[src/rtl/mbs_pkg.sv]
package mbs_pkg;
  typedef enum logic [2:0] {
    ST_IDLE = 3'd0,
    ST_T1   = 3'd1,
    ST_T2   = 3'd2,
    ST_T3   = 3'd3,
    ST_TW   = 3'd4,
    ST_T4   = 3'd5
  } bus_state_e;
endpackage

[src/rtl/mbs_fsm.sv]
module mbs_fsm
  import mbs_pkg::*;
(
  input  logic       clk,
  input  logic       rst,
  input  logic       start,
  input  logic       ready,
  output bus_state_e cur,
  output bus_state_e nxt
);
  always_comb begin
    nxt = cur;
    unique case (cur)
      ST_IDLE: if (start) nxt = ST_T1;
      ST_T1:   nxt = ST_T2;
      ST_T2:   nxt = ST_T3;
      ST_T3,
      ST_TW:   nxt = ready ? ST_T4 : ST_TW;
      ST_T4:   nxt = ST_IDLE;
      default: nxt = ST_IDLE;
    endcase
  end

  always_ff @(posedge clk) begin
    if (rst) cur <= ST_IDLE;
    else     cur <= nxt;
  end


  wait_insert_chk: assert property (@(posedge clk) disable iff (rst)
    ((cur == ST_T3 || cur == ST_TW) && !ready) |=> (cur == ST_TW));

  t1_single_chk: assert property (@(posedge clk) disable iff (rst)
    (cur == ST_T1) |=> (cur == ST_T2));
endmodule

[src/rtl/mbs_pins.sv]
module mbs_pins
  import mbs_pkg::*;
#(
  parameter int ADDR_W = 20,
  parameter int DATA_W = 16
) (
  input  logic              clk,
  input  logic              rst,
  input  bus_state_e        cur,
  input  bus_state_e        nxt,
  input  logic [ADDR_W-1:0] q_addr,
  input  logic [DATA_W-1:0] q_wdata,
  input  logic              q_write,
  input  logic              q_mem,
  input  logic              q_hbe,
  input  logic              q_ie,
  input  logic [DATA_W-1:0] bus_in,
  output logic              done,
  output logic [DATA_W-1:0] rdata,
  output logic              addr_strobe,
  output logic              mem_sel,
  output logic              read_n,
  output logic              write_n,
  output logic              dir_tx,
  output logic              xcvr_en_n,
  output logic              byte_hi_n,
  output logic [DATA_W-1:0] bus_out,
  output logic              bus_oe,
  output logic [ADDR_W-DATA_W-1:0] upper_out
);
  localparam int HI_W = ADDR_W - DATA_W;

  logic in_cycle, cmd_ph, tail_ph;
  logic [HI_W-1:0] status_w;

  assign in_cycle = (nxt != ST_IDLE);
  assign cmd_ph   = (nxt == ST_T2) || (nxt == ST_T3) || (nxt == ST_TW);
  assign tail_ph  = cmd_ph || (nxt == ST_T4);

  // status pattern: top bit 0, next bit the interrupt flag, rest 0
  generate
    if (HI_W >= 2) begin : g_status
      always_comb begin
        status_w = '0;
        status_w[HI_W-2] = q_ie;
      end
    end else begin : g_status_narrow
      assign status_w = '0;
    end
  endgenerate

  always_ff @(posedge clk) begin
    if (rst) begin
      addr_strobe <= 1'b0;
      mem_sel     <= 1'b0;
      read_n      <= 1'b1;
      write_n     <= 1'b1;
      dir_tx      <= 1'b0;
      xcvr_en_n   <= 1'b1;
      byte_hi_n   <= 1'b1;
      bus_out     <= '0;
      bus_oe      <= 1'b0;
      upper_out   <= '0;
      done        <= 1'b0;
      rdata       <= '0;
    end else begin
      addr_strobe <= (nxt == ST_T1);
      mem_sel     <= in_cycle && q_mem;
      dir_tx      <= in_cycle && q_write;
      byte_hi_n   <= !(in_cycle && q_hbe);
      read_n      <= !(cmd_ph && !q_write);
      write_n     <= !(cmd_ph && q_write);
      xcvr_en_n   <= !cmd_ph;
      bus_oe      <= (nxt == ST_T1) || (tail_ph && q_write);
      if (nxt == ST_T1)
        bus_out <= q_addr[DATA_W-1:0];
      else if (tail_ph && q_write)
        bus_out <= q_wdata;
      else
        bus_out <= '0;
      if (nxt == ST_T1)
        upper_out <= q_addr[ADDR_W-1:DATA_W];
      else if (tail_ph)
        upper_out <= status_w;
      else
        upper_out <= '0;
      if (nxt == ST_T4 && cur != ST_T4 && !q_write)
        rdata <= bus_in;
      done <= (cur == ST_T4);
    end
  end


  no_dual_strobe_chk: assert property (@(posedge clk) disable iff (rst)
    !(!read_n && !write_n));

  read_released_chk: assert property (@(posedge clk) disable iff (rst)
    !read_n |-> !bus_oe);

  strobe_pulse_chk: assert property (@(posedge clk) disable iff (rst)
    addr_strobe |=> !addr_strobe);

  done_pulse_chk: assert property (@(posedge clk) disable iff (rst)
    done |=> !done);

  space_stable_chk: assert property (@(posedge clk) disable iff (rst)
    (cur != ST_IDLE && cur != ST_T4) |=> $stable(mem_sel));
endmodule

[src/rtl/mux_bus_seq.sv]
module mux_bus_seq
  import mbs_pkg::*;
#(
  parameter int ADDR_W = 20,
  parameter int DATA_W = 16
) (
  input  logic              clk,
  input  logic              rst,
  input  logic              req_valid,
  input  logic              req_write,
  input  logic              req_mem,
  input  logic              req_hbe,
  input  logic              req_ie,
  input  logic [ADDR_W-1:0] req_addr,
  input  logic [DATA_W-1:0] req_wdata,
  output logic              req_ready,
  output logic              done,
  output logic [DATA_W-1:0] rdata,
  output logic              addr_strobe,
  output logic              mem_sel,
  output logic              read_n,
  output logic              write_n,
  output logic              dir_tx,
  output logic              xcvr_en_n,
  output logic              byte_hi_n,
  output logic [DATA_W-1:0] bus_out,
  input  logic [DATA_W-1:0] bus_in,
  output logic              bus_oe,
  output logic [ADDR_W-DATA_W-1:0] upper_out,
  input  logic              bus_ready
);
  bus_state_e cur, nxt;
  logic start;

  logic [ADDR_W-1:0] addr_q, addr_e;
  logic [DATA_W-1:0] wdata_q, wdata_e;
  logic write_q, mem_q, hbe_q, ie_q;
  logic write_e, mem_e, hbe_e, ie_e;

  assign req_ready = (cur == ST_IDLE);
  assign start     = req_valid && req_ready;

  always_ff @(posedge clk) begin
    if (rst) begin
      addr_q  <= '0;
      wdata_q <= '0;
      write_q <= 1'b0;
      mem_q   <= 1'b0;
      hbe_q   <= 1'b0;
      ie_q    <= 1'b0;
    end else if (start) begin
      addr_q  <= req_addr;
      wdata_q <= req_wdata;
      write_q <= req_write;
      mem_q   <= req_mem;
      hbe_q   <= req_hbe;
      ie_q    <= req_ie;
    end
  end

  // at the accepting edge the pin registers see the incoming request
  assign addr_e  = start ? req_addr  : addr_q;
  assign wdata_e = start ? req_wdata : wdata_q;
  assign write_e = start ? req_write : write_q;
  assign mem_e   = start ? req_mem   : mem_q;
  assign hbe_e   = start ? req_hbe   : hbe_q;
  assign ie_e    = start ? req_ie    : ie_q;

  mbs_fsm i_fsm (
    .clk   (clk),
    .rst   (rst),
    .start (start),
    .ready (bus_ready),
    .cur   (cur),
    .nxt   (nxt)
  );

  mbs_pins #(.ADDR_W(ADDR_W), .DATA_W(DATA_W)) i_pins (
    .clk         (clk),
    .rst         (rst),
    .cur         (cur),
    .nxt         (nxt),
    .q_addr      (addr_e),
    .q_wdata     (wdata_e),
    .q_write     (write_e),
    .q_mem       (mem_e),
    .q_hbe       (hbe_e),
    .q_ie        (ie_e),
    .bus_in      (bus_in),
    .done        (done),
    .rdata       (rdata),
    .addr_strobe (addr_strobe),
    .mem_sel     (mem_sel),
    .read_n      (read_n),
    .write_n     (write_n),
    .dir_tx      (dir_tx),
    .xcvr_en_n   (xcvr_en_n),
    .byte_hi_n   (byte_hi_n),
    .bus_out     (bus_out),
    .bus_oe      (bus_oe),
    .upper_out   (upper_out)
  );


  busy_no_ready_chk: assert property (@(posedge clk) disable iff (rst)
    (addr_strobe || !read_n || !write_n) |-> !req_ready);
endmodule

[config.mk]
export PLATFORM = sky130hd
export DESIGN_NAME = mux_bus_seq
export DESIGN_NICKNAME = d
export VERILOG_FILES = /design/src/rtl/mbs_pkg.sv /design/src/rtl/mbs_fsm.sv /design/src/rtl/mbs_pins.sv /design/src/rtl/mux_bus_seq.sv
export SDC_FILE = /design/constraint.sdc
export NUM_CORES = 1
export LEC_CHECK = 0
export ABC_AREA = 1
export BUFFER_PORTS_ARGS = -buffer_cell sky130_fd_sc_hd__clkbuf_2
export CAP_MARGIN = 20
export CORE_MARGIN = 2
export CORE_UTILIZATION = 42
export DETAILED_ROUTE_END_ITERATION = 16
export PLACE_DENSITY = 0.69
export SYNTH_ARGS = -nofsm -noshare
export SYNTH_HDL_FRONTEND = slang
export SYNTH_HIERARCHICAL = 1
export SYNTH_SLANG_ARGS = --single-unit
[constraint.sdc]
create_clock -name clk -period 4.5 [get_ports clk]
set_input_delay 1.35 -clock clk [delete_from_list [all_inputs] [get_ports clk]]
set_output_delay 1.35 -clock clk [all_outputs]
set_load 0.02 [all_outputs]
==> impl_metrics.tcl <==
set metrics [dict create \
    clock_sinks 88 \
    via_per_inst 4.47 \
    setup_viol_count_final 0 \
    slew_headroom 0.533 \
    power_frac_seq 0.398 \
    cts.htree.levels 3 \
    postCtsSetupRepairBufs 0 \
    cp-start-kind "input port" \
    synthTopCellsByArea "dfxtp_1, inv_1, nand2_1" \
    vias 3937 \
    wire_per_inst_um 11.2 \
    p_per_area_mw_per_mm2 487 \
    synth.cell_area_mm2 0.00426 \
    wl_met1_um 4460 \
    dpl_cell_area_mm2 0.00478 \
    grt_max_degree 48 \
    routabilityCongestion 0.797 \
    crit_fanout 22 \
    irDropWorstVdd_v 0.000266 \
    synthCells 653 \
    cts_max_path_buffers 2 \
    ys_seq_area_frac 0.414 \
    grt_pass1_vias 3724 \
    root_buffer "clkbuf_8" \
    utilization 0.509 \
    skew_ns 0.00712 \
    remaining_drc_errors 0 \
    port_buffers 105 \
    cts_buffers 9 \
    clockPowerShare 0.247 \
    power.total_w 0.00244 \
    totalWireLength_um 9860 \
    antenna_found_initial 0 \
    synth_area_per_cell_um2 6.52 \
    combPwrFrac 0.355 \
    clk_latency_ns 0.36 \
    io_pins 106 \
    routed.top_layer "met4" \
    core_region_area_mm2 0.00982 \
    finalMaxSlewViolations 0 \
    yosysMostFrequentCell "inv_1" \
    drt-initial-drc-count 151 \
    syn_to_final_growth_pct 17.5 \
    ys_async_sr_fraction 0 \
    synthFlopType "dfxtp_1" \
    max_freq_ghz 0.353 \
    n_antenna_cell 0 \
    rsz0062_at_grt "false" \
    whs_ns 0.512 \
    met2WireLength_um 4750 \
    ys_ff_latch 88 \
    intPower_w 0.00150 \
    yosysTopAreaCell "dfxtp_1" \
    yosys_warnings 6 \
    tightest_slew_ns 0.699 \
    track_usage 0.186 \
    drive_above_1_share 0.191 \
    final_nets 802 \
    yosysUniqueCellTypes 25 \
    die_w_um 105 \
    maxCapViolCount 0 \
    cts_resized 0 \
    finalCriticalPeriod_ns 2.83 \
    synthTopCellsByCount "inv_1, nand2_1, dfxtp_1" \
    grt_pass1_wl_um 16600 \
    finalSetupTns_ns 0 \
    cts.clk_slew.worst_paths_ns 0.09 \
    worstSetupPathType "input port to register" \
    synth-edff-count 0 \
    overflow 0 \
    crit_arrival_ns 3.14 \
    ant_nets 0 \
    final_cell_area_mm2 0.00500 \
    cts_hold_buf 0 \
    hold_viol 0 \
    cts_tree "built" \
    initial_core_util 0.433 \
    wl_met3_um 561 \
    power_leakage_nw 3.02 \
    min_period_over_period 0.629 \
    endpoint_kind "register" \
    rows 36 \
    swShare 0.385 \
    status "completed" \
    synth_top_area_frac 0.414 \
    dieArea_mm2 0.0110 \
    die_h_um 105 \
    required_ns 4.80 \
    synth_nets 713 \
    p_sw_w 0.000939 \
    hpwl_um 7080 \
    hold_class "register to register" \
    firstDrtPassIters 5 \
]
-- path summary, 6_finish.rpt --
path / slack [ns] / from / depth (start not counted) / end
hold reg to reg: 0.51 / i_pins/rdata[12]$_SDFFE_PP0P_ / 4 / i_pins/rdata[12]$_SDFFE_PP0P_
setup / recovery: 1.67 / req_valid / 9 / i_pins/bus_out[6]$_SDFF_PP0_
hold / removal: 0.51 / i_pins/rdata[12]$_SDFFE_PP0P_ / 4 / i_pins/rdata[12]$_SDFFE_PP0P_
setup reg to reg: 1.74 / i_fsm/cur[1]$_SDFF_PP0_ / 10 / i_pins/bus_out[6]$_SDFF_PP0_
-- registers in the layout, summed over array words and instances (netlist names) --
signal and flops:
i_fsm/cur 3, addr_q 20, i_pins/mem_sel 1, i_pins/write_n 1, hbe_q 1, i_pins/bus_out 16, i_pins/addr_strobe 1, i_pins/bus_oe 1
i_pins/dir_tx 1, i_pins/byte_hi_n 1, i_pins/read_n 1, i_pins/done 1, ie_q 1, mem_q 1, write_q 1, i_pins/rdata 16
wdata_q 16, i_pins/upper_out 4, i_pins/xcvr_en_n 1
-- layer usage --
metal	global-route usage	vias up
li1	-	2060
met1	0.233	1763
met2	0.324	107
met3	0.0480	7
met4	0.0390	0
met5	0	-
-- cell type report --
type / instances / area [um^2]
clock buffers: 11 / 141
clock inverters: 5 / 80.1
fillers: 1054 / 4820
inverters: 200 / 756
multi-input cells: 333 / 1530
flip-flops and latches: 88 / 1760
well taps: 133 / 166
repair buffers: 110 / 563
-- layout by cell type, fill, tap and decap left out, drive strengths merged --
cell	synthesis	routed
buf	22	5
nand3	22	22
nor3	3	3
bufinv	0	2
nand2	162	162
o21ai	2	2
dfxtp	88	88
nor2	86	86
inv	200	200
nand4	56	56
clkbuf	10	116
a21oi	1	1
o211ai	1	1
clkinvlp	0	2
clkinv	0	1
-- logic make-up (layout without fill, tap and decap cells) --
group | count (synthesis) | after routing | share of synthesized area
and+or+nand+nor | 329 | 329 | 0.354
buffers and inverters | 232 | 326 | 0.226
DFF | 88 | 88 | 0.414
AOI/OAI and AO/OA | 4 | 4 | 0.00617
-- through the flow --
stage          setup slack [ns]  std cells
2_1_floorplan              1.67        653
3_3_place_gp               1.38        864
3_5_place_dp               1.29        864
4_1_cts                    1.67        880
5_1_grt                    1.37        880
6_report                   1.67        880
-- worst max-delay path, cell delays in order --
cell and delay, ns:
clkbuf_2 0.10, nand3_2 0.37, nand2_1 0.17, nand2_1 0.08, inv_1 0.07, inv_2 0.15
nor2_2 0.58, nand3_1 0.17, nand2_1 0.09
-- power groups by stage --
stage	clock (W)	combinational, W	sequential [W]
final	0.000602	0.000866	0.000970
after global placement	0	0.000852	0.000984
after CTS	0.000614	0.000872	0.000971
after detailed placement	0	0.000869	0.000987
after floorplan	0	0.000619	0.00105
after global routing	0.000654	0.000988	0.000981
(Power assumes the default switching activity.)
